File: src/rtl/clk_idle_pkg.sv
package clk_idle_pkg;

  localparam int NUM_DOM    = 4;
  localparam int DOM_TC     = 0;
  localparam int DOM_BRIDGE = 1;
  localparam int DOM_DISP   = 2;
  localparam int DOM_HOST   = 3;

  typedef enum logic [2:0] {
    ST_RUN      = 3'd0,
    ST_WAIT_MEM = 3'd1,
    ST_WAIT_SR  = 3'd2,
    ST_GATED    = 3'd3,
    ST_WAKE     = 3'd4
  } tc_state_e;

  // Traffic-controller may wind down only with both PLLs idle and no DMA.
  function automatic logic tc_idle_ok(input logic cpu_idle, input logic dsp_idle,
                                      input logic dma_busy);
    return cpu_idle & dsp_idle & ~dma_busy;
  endfunction

  // Any of the restart sources.
  function automatic logic tc_wake(input logic cpu_irq, input logic dsp_irq,
                                   input logic dma_req, input logic bus_active);
    return cpu_irq | dsp_irq | dma_req | bus_active;
  endfunction

  // Bridge stays clocked unless the processor idles with no DMA.
  function automatic logic bridge_on(input logic cpu_idle, input logic dma_busy);
    return ~(cpu_idle & ~dma_busy);
  endfunction

endpackage

File: src/rtl/tc_gate_fsm.sv
module tc_gate_fsm
  import clk_idle_pkg::*;
(
  input  logic      clk,
  input  logic      rst_n,
  input  logic      idle_ok_i,
  input  logic      wake_i,
  input  logic      mem_stop_ack_i,
  input  logic      sr_ack_i,
  output tc_state_e state_o,
  output logic      tc_en_nxt_o,
  output logic      gate_evt_o,
  output logic      abort_evt_o,
  output logic      tc_clk_en_o,
  output logic      sdram_clk_en_o,
  output logic      mem_stop_req_o,
  output logic      sr_req_o,
  output logic      tc_ready_o
);

  tc_state_e state_q, state_d;

  always_comb begin
    state_d     = state_q;
    gate_evt_o  = 1'b0;
    abort_evt_o = 1'b0;
    unique case (state_q)
      ST_RUN: begin
        if (idle_ok_i && !wake_i) state_d = ST_WAIT_MEM;
      end
      ST_WAIT_MEM: begin
        if (wake_i || !idle_ok_i) begin
          state_d     = ST_RUN;
          abort_evt_o = 1'b1;
        end else if (mem_stop_ack_i) begin
          state_d = ST_WAIT_SR;
        end
      end
      ST_WAIT_SR: begin
        if (wake_i || !idle_ok_i) begin
          state_d     = ST_WAKE;
          abort_evt_o = 1'b1;
        end else if (sr_ack_i) begin
          state_d    = ST_GATED;
          gate_evt_o = 1'b1;
        end
      end
      ST_GATED: begin
        if (wake_i) state_d = ST_WAKE;
      end
      ST_WAKE: begin
        if (!sr_ack_i) state_d = ST_RUN;
      end
      default: state_d = ST_RUN;
    endcase
  end

  assign tc_en_nxt_o = (state_d != ST_GATED);

  always_ff @(posedge clk or negedge rst_n) begin
    if (!rst_n) begin
      state_q        <= ST_RUN;
      tc_clk_en_o    <= 1'b1;
      sdram_clk_en_o <= 1'b1;
      mem_stop_req_o <= 1'b0;
      sr_req_o       <= 1'b0;
      tc_ready_o     <= 1'b1;
    end else begin
      state_q        <= state_d;
      tc_clk_en_o    <= tc_en_nxt_o;
      sdram_clk_en_o <= tc_en_nxt_o;
      mem_stop_req_o <= (state_d == ST_WAIT_MEM) || (state_d == ST_WAIT_SR) ||
                        (state_d == ST_GATED);
      sr_req_o       <= (state_d == ST_WAIT_SR) || (state_d == ST_GATED);
      tc_ready_o     <= (state_d == ST_RUN) || (state_d == ST_WAIT_MEM) ||
                        (state_d == ST_WAIT_SR);
    end
  end

  assign state_o = state_q;

endmodule

File: src/rtl/aux_domain_en.sv
module aux_domain_en
  import clk_idle_pkg::*;
(
  input  logic clk,
  input  logic rst_n,
  input  logic cpu_idle_i,
  input  logic dma_busy_i,
  input  logic disp_sw_en_i,
  input  logic host_sw_en_i,
  input  logic tc_en_nxt_i,
  output logic bridge_clk_en_o,
  output logic disp_clk_en_o,
  output logic host_clk_en_o
);

  logic bridge_d, disp_d;

  assign bridge_d = bridge_on(cpu_idle_i, dma_busy_i);
  assign disp_d   = disp_sw_en_i & tc_en_nxt_i;

  always_ff @(posedge clk or negedge rst_n) begin
    if (!rst_n) begin
      bridge_clk_en_o <= 1'b1;
      disp_clk_en_o   <= 1'b1;
      host_clk_en_o   <= 1'b1;
    end else begin
      bridge_clk_en_o <= bridge_d;
      disp_clk_en_o   <= disp_d;
      host_clk_en_o   <= host_sw_en_i;
    end
  end

endmodule

File: src/rtl/pll_idle_ctrl.sv
module pll_idle_ctrl #(
  parameter int                 NUM_DOM  = 4,
  parameter logic [NUM_DOM-1:0] SRC_MASK = '1
) (
  input  logic               clk,
  input  logic               rst_n,
  input  logic               pll_idle_sw_i,
  input  logic [NUM_DOM-1:0] dom_en_i,
  output logic               pll_idle_req_o
);

  logic [NUM_DOM-1:0] dom_stopped;

  for (genvar i = 0; i < NUM_DOM; i++) begin : g_dom
    if (SRC_MASK[i]) begin : g_src
      assign dom_stopped[i] = ~dom_en_i[i];
    end else begin : g_other
      assign dom_stopped[i] = 1'b1;
    end
  end

  always_ff @(posedge clk or negedge rst_n) begin
    if (!rst_n) pll_idle_req_o <= 1'b0;
    else        pll_idle_req_o <= pll_idle_sw_i & (&dom_stopped);
  end

endmodule

File: src/rtl/clk_idle_ctrl.sv
module clk_idle_ctrl
  import clk_idle_pkg::*;
#(
  parameter logic [NUM_DOM-1:0] PLL_SRC_MASK = '1
) (
  input  logic clk,
  input  logic rst_n,
  input  logic cpu_idle_i,
  input  logic dsp_idle_i,
  input  logic dma_busy_i,
  input  logic bus_active_i,
  input  logic cpu_irq_i,
  input  logic dsp_irq_i,
  input  logic dma_req_i,
  input  logic disp_sw_en_i,
  input  logic host_sw_en_i,
  input  logic pll_idle_sw_i,
  input  logic mem_stop_ack_i,
  input  logic sr_ack_i,
  output logic mem_stop_req_o,
  output logic sr_req_o,
  output logic tc_clk_en_o,
  output logic sdram_clk_en_o,
  output logic bridge_clk_en_o,
  output logic disp_clk_en_o,
  output logic host_clk_en_o,
  output logic pll_idle_req_o,
  output logic tc_ready_o
);

  // Named internal events, visible to the checker.
  logic               idle_ok;
  logic               wake_evt;
  logic               gate_evt;
  logic               abort_evt;
  logic               tc_en_nxt;
  tc_state_e          tc_state;
  logic [NUM_DOM-1:0] dom_en;

  assign idle_ok  = tc_idle_ok(cpu_idle_i, dsp_idle_i, dma_busy_i);
  assign wake_evt = tc_wake(cpu_irq_i, dsp_irq_i, dma_req_i, bus_active_i);

  tc_gate_fsm u_fsm (
    .clk            (clk),
    .rst_n          (rst_n),
    .idle_ok_i      (idle_ok),
    .wake_i         (wake_evt),
    .mem_stop_ack_i (mem_stop_ack_i),
    .sr_ack_i       (sr_ack_i),
    .state_o        (tc_state),
    .tc_en_nxt_o    (tc_en_nxt),
    .gate_evt_o     (gate_evt),
    .abort_evt_o    (abort_evt),
    .tc_clk_en_o    (tc_clk_en_o),
    .sdram_clk_en_o (sdram_clk_en_o),
    .mem_stop_req_o (mem_stop_req_o),
    .sr_req_o       (sr_req_o),
    .tc_ready_o     (tc_ready_o)
  );

  aux_domain_en u_aux (
    .clk             (clk),
    .rst_n           (rst_n),
    .cpu_idle_i      (cpu_idle_i),
    .dma_busy_i      (dma_busy_i),
    .disp_sw_en_i    (disp_sw_en_i),
    .host_sw_en_i    (host_sw_en_i),
    .tc_en_nxt_i     (tc_en_nxt),
    .bridge_clk_en_o (bridge_clk_en_o),
    .disp_clk_en_o   (disp_clk_en_o),
    .host_clk_en_o   (host_clk_en_o)
  );

  assign dom_en[DOM_TC]     = tc_clk_en_o;
  assign dom_en[DOM_BRIDGE] = bridge_clk_en_o;
  assign dom_en[DOM_DISP]   = disp_clk_en_o;
  assign dom_en[DOM_HOST]   = host_clk_en_o;

  pll_idle_ctrl #(
    .NUM_DOM  (NUM_DOM),
    .SRC_MASK (PLL_SRC_MASK)
  ) u_pll (
    .clk            (clk),
    .rst_n          (rst_n),
    .pll_idle_sw_i  (pll_idle_sw_i),
    .dom_en_i       (dom_en),
    .pll_idle_req_o (pll_idle_req_o)
  );

endmodule

File: config.mk
export PLATFORM = sky130hd
export DESIGN_NAME = clk_idle_ctrl
export DESIGN_NICKNAME = d
export VERILOG_FILES = /design/src/rtl/clk_idle_pkg.sv /design/src/rtl/tc_gate_fsm.sv /design/src/rtl/aux_domain_en.sv /design/src/rtl/pll_idle_ctrl.sv /design/src/rtl/clk_idle_ctrl.sv
export SDC_FILE = /design/constraint.sdc
export NUM_CORES = 1
export LEC_CHECK = 0
export ABC_AREA = 1
export BUFFER_PORTS_ARGS = -buffer_cell sky130_fd_sc_hd__buf_4
export CELL_PAD_IN_SITES_DETAIL_PLACEMENT = 1
export CELL_PAD_IN_SITES_GLOBAL_PLACEMENT = 1
export CORE_MARGIN = 2
export CORE_UTILIZATION = 29
export CTS_CLUSTER_SIZE = 30
export DETAILED_ROUTE_END_ITERATION = 7
export PLACE_DENSITY = 0.78
export SYNTH_ARGS = -nofsm -noshare
export SYNTH_HDL_FRONTEND = slang
export SYNTH_SLANG_ARGS = --single-unit
File: constraint.sdc
create_clock -name clk -period 1 [get_ports clk]
set_input_delay 0.05 -clock clk [delete_from_list [all_inputs] [get_ports clk]]
set_output_delay 0.05 -clock clk [all_outputs]
set_load 0.02 [all_outputs]
# Yosys cells after proc, flatten, opt, wreduce, memory -nomap -nowiden

Cells that the tools add are included.

Register bits: 11
Input bits: 14
Word-level logic and storage cells: 51

Equality and inequality tests: 8
Muxes and demuxes: 8
Bitwise logic cells: 14
Reduce and logical (&&, ||, !) cells: 12

Operators with widths:

| operator           | count |
|---|---|
| $mux 3             | 7 |
| $pmux 3 s5         | 1 |
| $eq 3x2->1 const B | 4 |
| $eq 3x1->1 const B | 2 |
| $logic_not 3->1    | 2 |
| $logic_or 1x1->1   | 6 |
| $not 1->1          | 6 |
| $and 1x1->1        | 5 |
| $reduce_and 4->1   | 1 |
| $eq 3x3->1 const B | 1 |
| $ne 3x2->1 const B | 1 |
| $or 1x1->1         | 3 |
| $logic_not 1->1    | 2 |
| $logic_and 1x1->1  | 1 |

# Logic depth before layout (Yosys ltp)

Gate-level depths: netlist of the first run.

Depth in word-level cells: 10
Mapped depth: 7

# Cells and area by module

Synthesis of the first run repeated with hierarchy kept, for this count alone.

Cell total of the unflattened synthesis: 68
Area, all modules: 546.8 um2

By module, submodules not included:

| module        | instances | cells an instance | area an instance (um2) | seq. area each (um2) |
|---|---|---|---|---|
| tc_gate_fsm   | 1         | 49                | 384.1                  | 177.7 |
| aux_domain_en | 1         | 7                 | 93.8                   | 78.8 |
| pll_idle_ctrl | 1         | 7                 | 47.5                   | 25.0 |
| clk_idle_ctrl | 1         | 5                 | 21.3                   | 0.0 |

# Worst setup path after synthesis of the first run

Ideal clock, no wire load.

Path type: register -> register
Start point: reg u_fsm.state_q[2], in the netlist u_fsm.state_o[2]
End point: reg u_fsm.tc_ready_o
Data arrival time: 0.888 ns
Setup slack: 0.033 ns
Stages on the path, launching flop included: 7
Buffers on the path: 0
Cell sequence: dfrtp_1 > nor2_1 > nand2_2 > nand2_1 > nand2_2 > nand2_4 > a21oi_2

Elaborated cells between the ends (all ways): 18
Those cells by class: eq/ne (6); mux (8); reduce/logical (4)

RTL lines:

| item                                          | line              | source |
|---|---|---|
| start: declaration                            | tc_gate_fsm.sv:21 | `tc_state_e state_q, state_d;` |
| start signal: assignment                      | tc_gate_fsm.sv:69 | `state_q <= state_d;` |
| $eq 3x3->1, or another cell as far along      | tc_gate_fsm.sv:27 | `unique case (state_q)` |
| $pmux 3 s5 *                                  | tc_gate_fsm.sv:27 |  |
| named net u_fsm.state_d[1]                    | tc_gate_fsm.sv:21 |  |
| $eq 3x1->1 or $logic_not 3->1 (tied branches) | tc_gate_fsm.sv:75 | `tc_ready_o <= (state_d == ST_RUN) \|\| (state_d == ST_WAIT_MEM) \|\|` |
| $logic_or 1x1->1                              | tc_gate_fsm.sv:75 |  |
| $logic_or 1x1->1 *                            | tc_gate_fsm.sv:75 |  |
| end signal: assignment                        | tc_gate_fsm.sv:75 |  |
| end: declaration                              | tc_gate_fsm.sv:18 | `output logic tc_ready_o` |

The timed path passes the listed nets; every way through them passes the cells marked *.

# Final worst setup path of the first run

Start point: reg u_fsm.state_q[0], in the netlist u_fsm.state_o[0]
End point: reg u_fsm.tc_ready_o

Same word-level chain as after synthesis.

==> impl_metrics.toml, run 1 <==
[worst_setup_path]
worstPathArrival_ps = 1240
startpoint_type = "flip-flop"
critPathRequiredTime_ps = 1190
startpoint = "u_fsm.state_o[0]"
path_cells = "nor2_4 > nand2_2 > nand2_2 > nand2_2 > nand2_4 > a21oi_2"
r2r_slack_ps = -40
cp_common_cell = "nand2_2"
cp_max_fo = 5
critPathCapture = "u_fsm.tc_ready_o"
ff2ff_path_depth = 6
worstSetupEndpointType = "flip-flop"
r2r-start = "u_fsm.state_o[0]"
r2r_end = "u_fsm.tc_ready_o"
path_class = "flip-flop to flip-flop"
cp_slowest_stage_delay_ps = 460
cp_slowest_cell = "dfrtp_2"

[pwr]
power.density_nw_per_um2 = 1023
power.total_uw = 866.5
irDropWorstVdd_mv = 0.9602
power.leakage_uw = 0.0003894

[timing]
fmax_mhz = 959.3
fin_crit_ps = 1042
drv_slew = 0
setup_viol = 4
worst_slack_ps = -42.45
grt_setup_unrepaired = "true"
holdWs_ps = 18.84
fin_skew_ps = 1.798
tightest_slew_ps = 161.0
slew_headroom_pct = 89.26
hold_violations = 0
fin_crit_sh_pct = 104.2

[synthesis]
synth_common_cells = "nand2_1, dfrtp_1, dfstp_2, inv_1, nand2_2"
synth_top_area_share_pct = 28.44
synthTopCellsByArea = "dfrtp_1, dfstp_2, nor2_4"
seq_area_frac_synth_pct = 53.32
synth.distinct_cells = 18
ys.flop_type = "dfrtp_1"
syn-cell-area_um2 = 528.0
synth_enable_flop_cells = 0
ys_seq_elements = 11
async_flop_share_pct = 100.0
yosys.area.top_type = "dfrtp_1"
syn_area_per_cell_um2 = 10.35
synthMostInstantiatedCell = "nand2_1"
netlist_instances = 51
ys_warn_count = 0
syn-num-nets = 65

[cts]
tritoncts = "done"
clockBufferDepth = 2
numClockSinks = 11
numCtsBuffers = 3
clkTransAtPathRegs_ps = 60
worstSkewPairLatency_ps = 260
htreeDepth = 1
root_buffer = "clkbuf_4"

[place]
place_congestion = 0.6681
dp_hpwl_um = 997.5
io_buffers = 22

[drt]
drt_pass1_iterations = 4
vias_per_cell = 4.458
num_vias = 477
routedWlPerCell_um = 12.63
ant_nets = 0
totalWireLength_um = 1351
first_iter_violations = 6
drc = 0

[job]
cap_violations = 0

[outcome]
status = "finished with violations"
violations = "negative setup slack"

[die]
die_x_um = 46.67
dieArea_um2 = 2178
rows = 15
coreArea_um2 = 1727
dieHeight_um = 46.67
io_pins = 23
start_util_pct = 30.58

[global_route]
grt_use_total_pct = 14.94
grt_max_degree = 12
antenna_found_initial = 0
grt_first_pass_wirelength_um = 2221
grt_pass1_vias = 520
grt.overflow.total = 0

[min_path]
whs_path_depth = 3
hp-class = "input port to flip-flop"

[layout]
drive_gt1_share_pct = 69.51
area_growth_pct = 60.43
seq_area_um2 = 285.3
fillCellCount = 206
multiInputGateArea_um2 = 240.2
layout.nets = 97
diodes = 0
worst min-delay path by stage:
stage	to	from	slack (ps)
floorplan	u_fsm.mem_stop_req_o	rst_n	-250
global placement	u_pll.pll_idle_req_o	rst_n	-110
detailed placement	u_pll.pll_idle_req_o	rst_n	-110
CTS	u_pll.pll_idle_req_o	pll_idle_sw_i	10
global route	u_pll.pll_idle_req_o	pll_idle_sw_i	20
finish	u_pll.pll_idle_req_o	pll_idle_sw_i	20
flip-flops by register name (all words and copies together) (netlist names):
register               flops
u_fsm.tc_clk_en_o          1
u_fsm.sr_req_o             1
u_fsm.tc_ready_o           1
u_fsm.state_o              3
u_aux.disp_clk_en_o        1
u_fsm.mem_stop_req_o       1
u_pll.pll_idle_req_o       1
u_aux.host_clk_en_o        1
u_aux.bridge_clk_en_o      1
area by class of cell:
| type | instances | share of cell area [%] |
|---|---|---|
| Clock buffer | 4 | 3.102 |
| Inverter | 6 | 2.659 |
| Multi-Input combinational cell | 33 | 28.36 |
| Sequential cell | 11 | 33.68 |
| Tap cell | 25 | 3.693 |
| Timing Repair Buffer | 28 | 28.51 |
layout by cell type (no fill, tap or decap):
cell type	synthesis	final
nor2_2	1	1
nand2_2	5	7
dlygate4sd3_1	0	5
o21ai_2	1	2
buf_6	0	5
dfrtp_1	6	3
inv_2	1	3
inv_1	5	3
nand2_4	2	2
nor2_4	3	5
nand4_1	2	2
nor3_1	1	1
nor2_1	3	1
buf_4	1	18
clkbuf_4	0	3
nand3_4	1	1
clkbuf_1	0	1
dfrtp_2	0	3
a21oi_2	2	2
nand3_1	3	3
nand2_1	8	6
dfstp_2	5	5
timing repair:
item / 4_1_cts / 5_1_grt
endpoints found under the setup margin: 10 / 13
hold buffers: 5 / 0
setup buffers: 1 / 0
resized for setup: 8 / 9
pin swaps: 0 / 6
hold endpoints to repair: 14 / 0
metal layers:
layer  global-route usage (%)  vias to the layer above  wire length [µm]
met4                    3.333                        0                21
met2                    26.94                       19               781
met3                    5.882                        2                79
li1                         -                      221                 -
met1                    16.39                      235               468
met5                        0                        -                 0
critical path: cells and delay by family, from the launching register on:
family	cells	cell delay, ps
flops	1	460
simple gates	5	450
compound gates	1	60
kinds of logic (layout without fill, tap and decap cells):
logic type,count (synthesis),after routing,share of synthesized area [%]
AND/OR/NAND/NOR,29,29,35.07
buffers and inverters,7,38,5.687
AO/OA/AOI/OAI,4,4,5.924
flip-flops,11,11,53.32
metrics by stage:
stage          worst slack (ps)  setup TNS (ps)  util (%)  area [µm²]  instances
2_1_floorplan             33.16               0         -       528.0         51
3_3_place_gp             -64.29          -202.5     41.52       716.9         97
3_5_place_dp             -75.95          -258.2     41.52       716.9         97
4_1_cts                  -40.38          -109.9     47.83       825.8        107
5_1_grt                  -119.2          -657.9     49.06       847.1        107
6_report                 -42.45          -121.5     49.06       847.1        107
where the power goes:
part           leakage (µW)  internal [µW]  switching (µW)  total, µW
logic              0.000243           65.6            49.3        115
clock network     0.0000150            154             135        289
registers          0.000131            457            5.24        462
total              0.000389            677             190        867
Note: power is estimated with default switching activity, not from simulation.
==> run 2: changes to the inputs <==
Settings changed: SETUP_SLACK_MARGIN set to 0.4.
Clock period 1 ns to 0.88 ns, I/O delays scaled along.
==> impl_metrics.toml, run 2 (same netlist as run 1, synthesis figures left out) <==
[global_route]
use_met1_pct = 14.96
top_usage_layer = "met2"
use_met2_pct = 23.06
grt_use_total_pct = 13.59
use_met3_pct = 3.529
grt_max_degree = 12
grt.overflow.total = 0
antenna_found_initial = 0
grt_first_pass_wirelength_um = 1932
grt_pass1_vias = 467

[die]
start_util_pct = 30.58
dieArea_um2 = 2178
io_pins = 23
die_x_um = 46.67
dieHeight_um = 46.67
coreArea_um2 = 1727
rows = 15

[timing]
drv_slew = 0
final.setup.tns_ps = -1568
grt_setup_unrepaired = "true"
worst_slack_ps = -172.2
tightest_slew_ps = 152.3
fmax_mhz = 950.4
fin_crit_sh_pct = 119.6
holdWs_ps = -118.5
fin_skew_ps = 2.202
hold_violations = 3
fin_crit_ps = 1052
setup_viol = 14
slew_headroom_pct = 89.77

[worst_setup_path]
startpoint_type = "flip-flop"
critPathRequiredTime_ps = 1080
worstSetupEndpointType = "flip-flop"
cp_slowest_stage_delay_ps = 450
cp_slowest_cell = "dfrtp_2"
path_cells = "inv_2 > nand4_1 > nand2_1 > nand2_2 > nand2_4 > a21oi_2"
worstPathArrival_ps = 1250
cp_max_fo = 4
path_class = "flip-flop to flip-flop"

[pwr]
power.leakage_uw = 0.0003806
power.density_nw_per_um2 = 1201
irDropWorstVdd_mv = 0.5674

[place]
dp_hpwl_um = 1013
post-place-ws_ps = -180.8
io_buffers = 22
place_congestion = 0.6618
place_area_um2 = 734.5

[layout]
diodes = 0
layout.nets = 94
seq_area_um2 = 285.3
layout_common_cells = "buf_4, buf_6, nand2_1"
fillCellCount = 214
final_common_cell = "buf_4"
multiInputGateArea_um2 = 235.2
area_growth_pct = 56.16
finish.utilization_pct = 47.75
drive_gt1_share_pct = 69.62
largest_reg_flops = 3
final_area_um2 = 824.5

[min_path]
hp-class = "input port to flip-flop"

[drt]
num_vias = 460
first_iter_violations = 4
routedWlPerCell_um = 12.09
totalWireLength_um = 1257
drt_pass1_iterations = 4
ant_nets = 0
vias_per_cell = 4.423
drc = 0

[cts]
root_buffer = "clkbuf_4"
clkTransAtPathRegs_ps = 70
numCtsBuffers = 3
worstSkewPairLatency_ps = 270
clockBufferDepth = 2
hold_buffers = 1
cts_setup_buffers = 0
numClockSinks = 11
tritoncts = "done"
htreeDepth = 1

[job]
cap_violations = 0

[outcome]
violations = "negative hold slack, negative setup slack"
status = "finished with violations"
[run 2: final timing paths]
path / depth (start not counted) / slack (ps) / start / to
worst max-delay path: 6 / -170 / u_fsm.state_o[1] / u_fsm.tc_ready_o
min in group asynchronous: 2 / 150 / rst_n / u_pll.pll_idle_req_o
worst max register to register: 6 / -170 / u_fsm.state_o[1] / u_fsm.tc_ready_o
worst min-delay path: 1 / -120 / host_sw_en_i / u_aux.host_clk_en_o
worst min register to register: 1 / 610 / u_fsm.tc_clk_en_o / u_pll.pll_idle_req_o
max in group asynchronous: 2 / 510 / rst_n / u_fsm.tc_clk_en_o
[run 2: cell type report]
cell class / instances / share of cell area, %
Sequential cell: 11 / 34.60
Clock buffer: 4 / 3.187
Multi-Input combinational cell: 33 / 28.53
Tap cell: 25 / 3.794
Timing Repair Buffer: 25 / 27.16
Inverter: 6 / 2.731
[run 2: timing repair]
item | in CTS | in global routing
endpoints found under the hold margin | 14 | 3
resized for setup | 10 | 7
setup endpoints to repair | 18 | 18
pin swaps | 0 | 7
[run 2: per-stage QoR]
step	cells	total power (µW)
finish	104	990.6
global route	104	1039
CTS	104	1007
detailed placement	99	648.6
global placement	99	643.6
floorplan	51	564.7
[run 2: worst max-delay path, delay by kind of cell, from the launching register on]
family	cells	cell delay (ps)
flops	1	450
compound gates	1	50
simple gates	4	380
buf+inv	1	100
[run 2: power breakdown]
group | internal (µW) | leakage, µW | switching [µW]
Sequential | 519 | 0.000131 | 5.94
Clock | 175 | 0.0000150 | 168
Combinational | 68.7 | 0.000234 | 53.8
[run 2: metal layers]
| metal | routed length (µm) | up-vias | part of all wire, % |
|---|---|---|---|
| li1 | - | 215 | - |
| met1 | 448 | 228 | 36 |
| met2 | 734 | 15 | 58 |
| met3 | 47 | 2 | 3.7 |
| met4 | 26 | 0 | 2.1 |
| met5 | 0 | - | 0 |
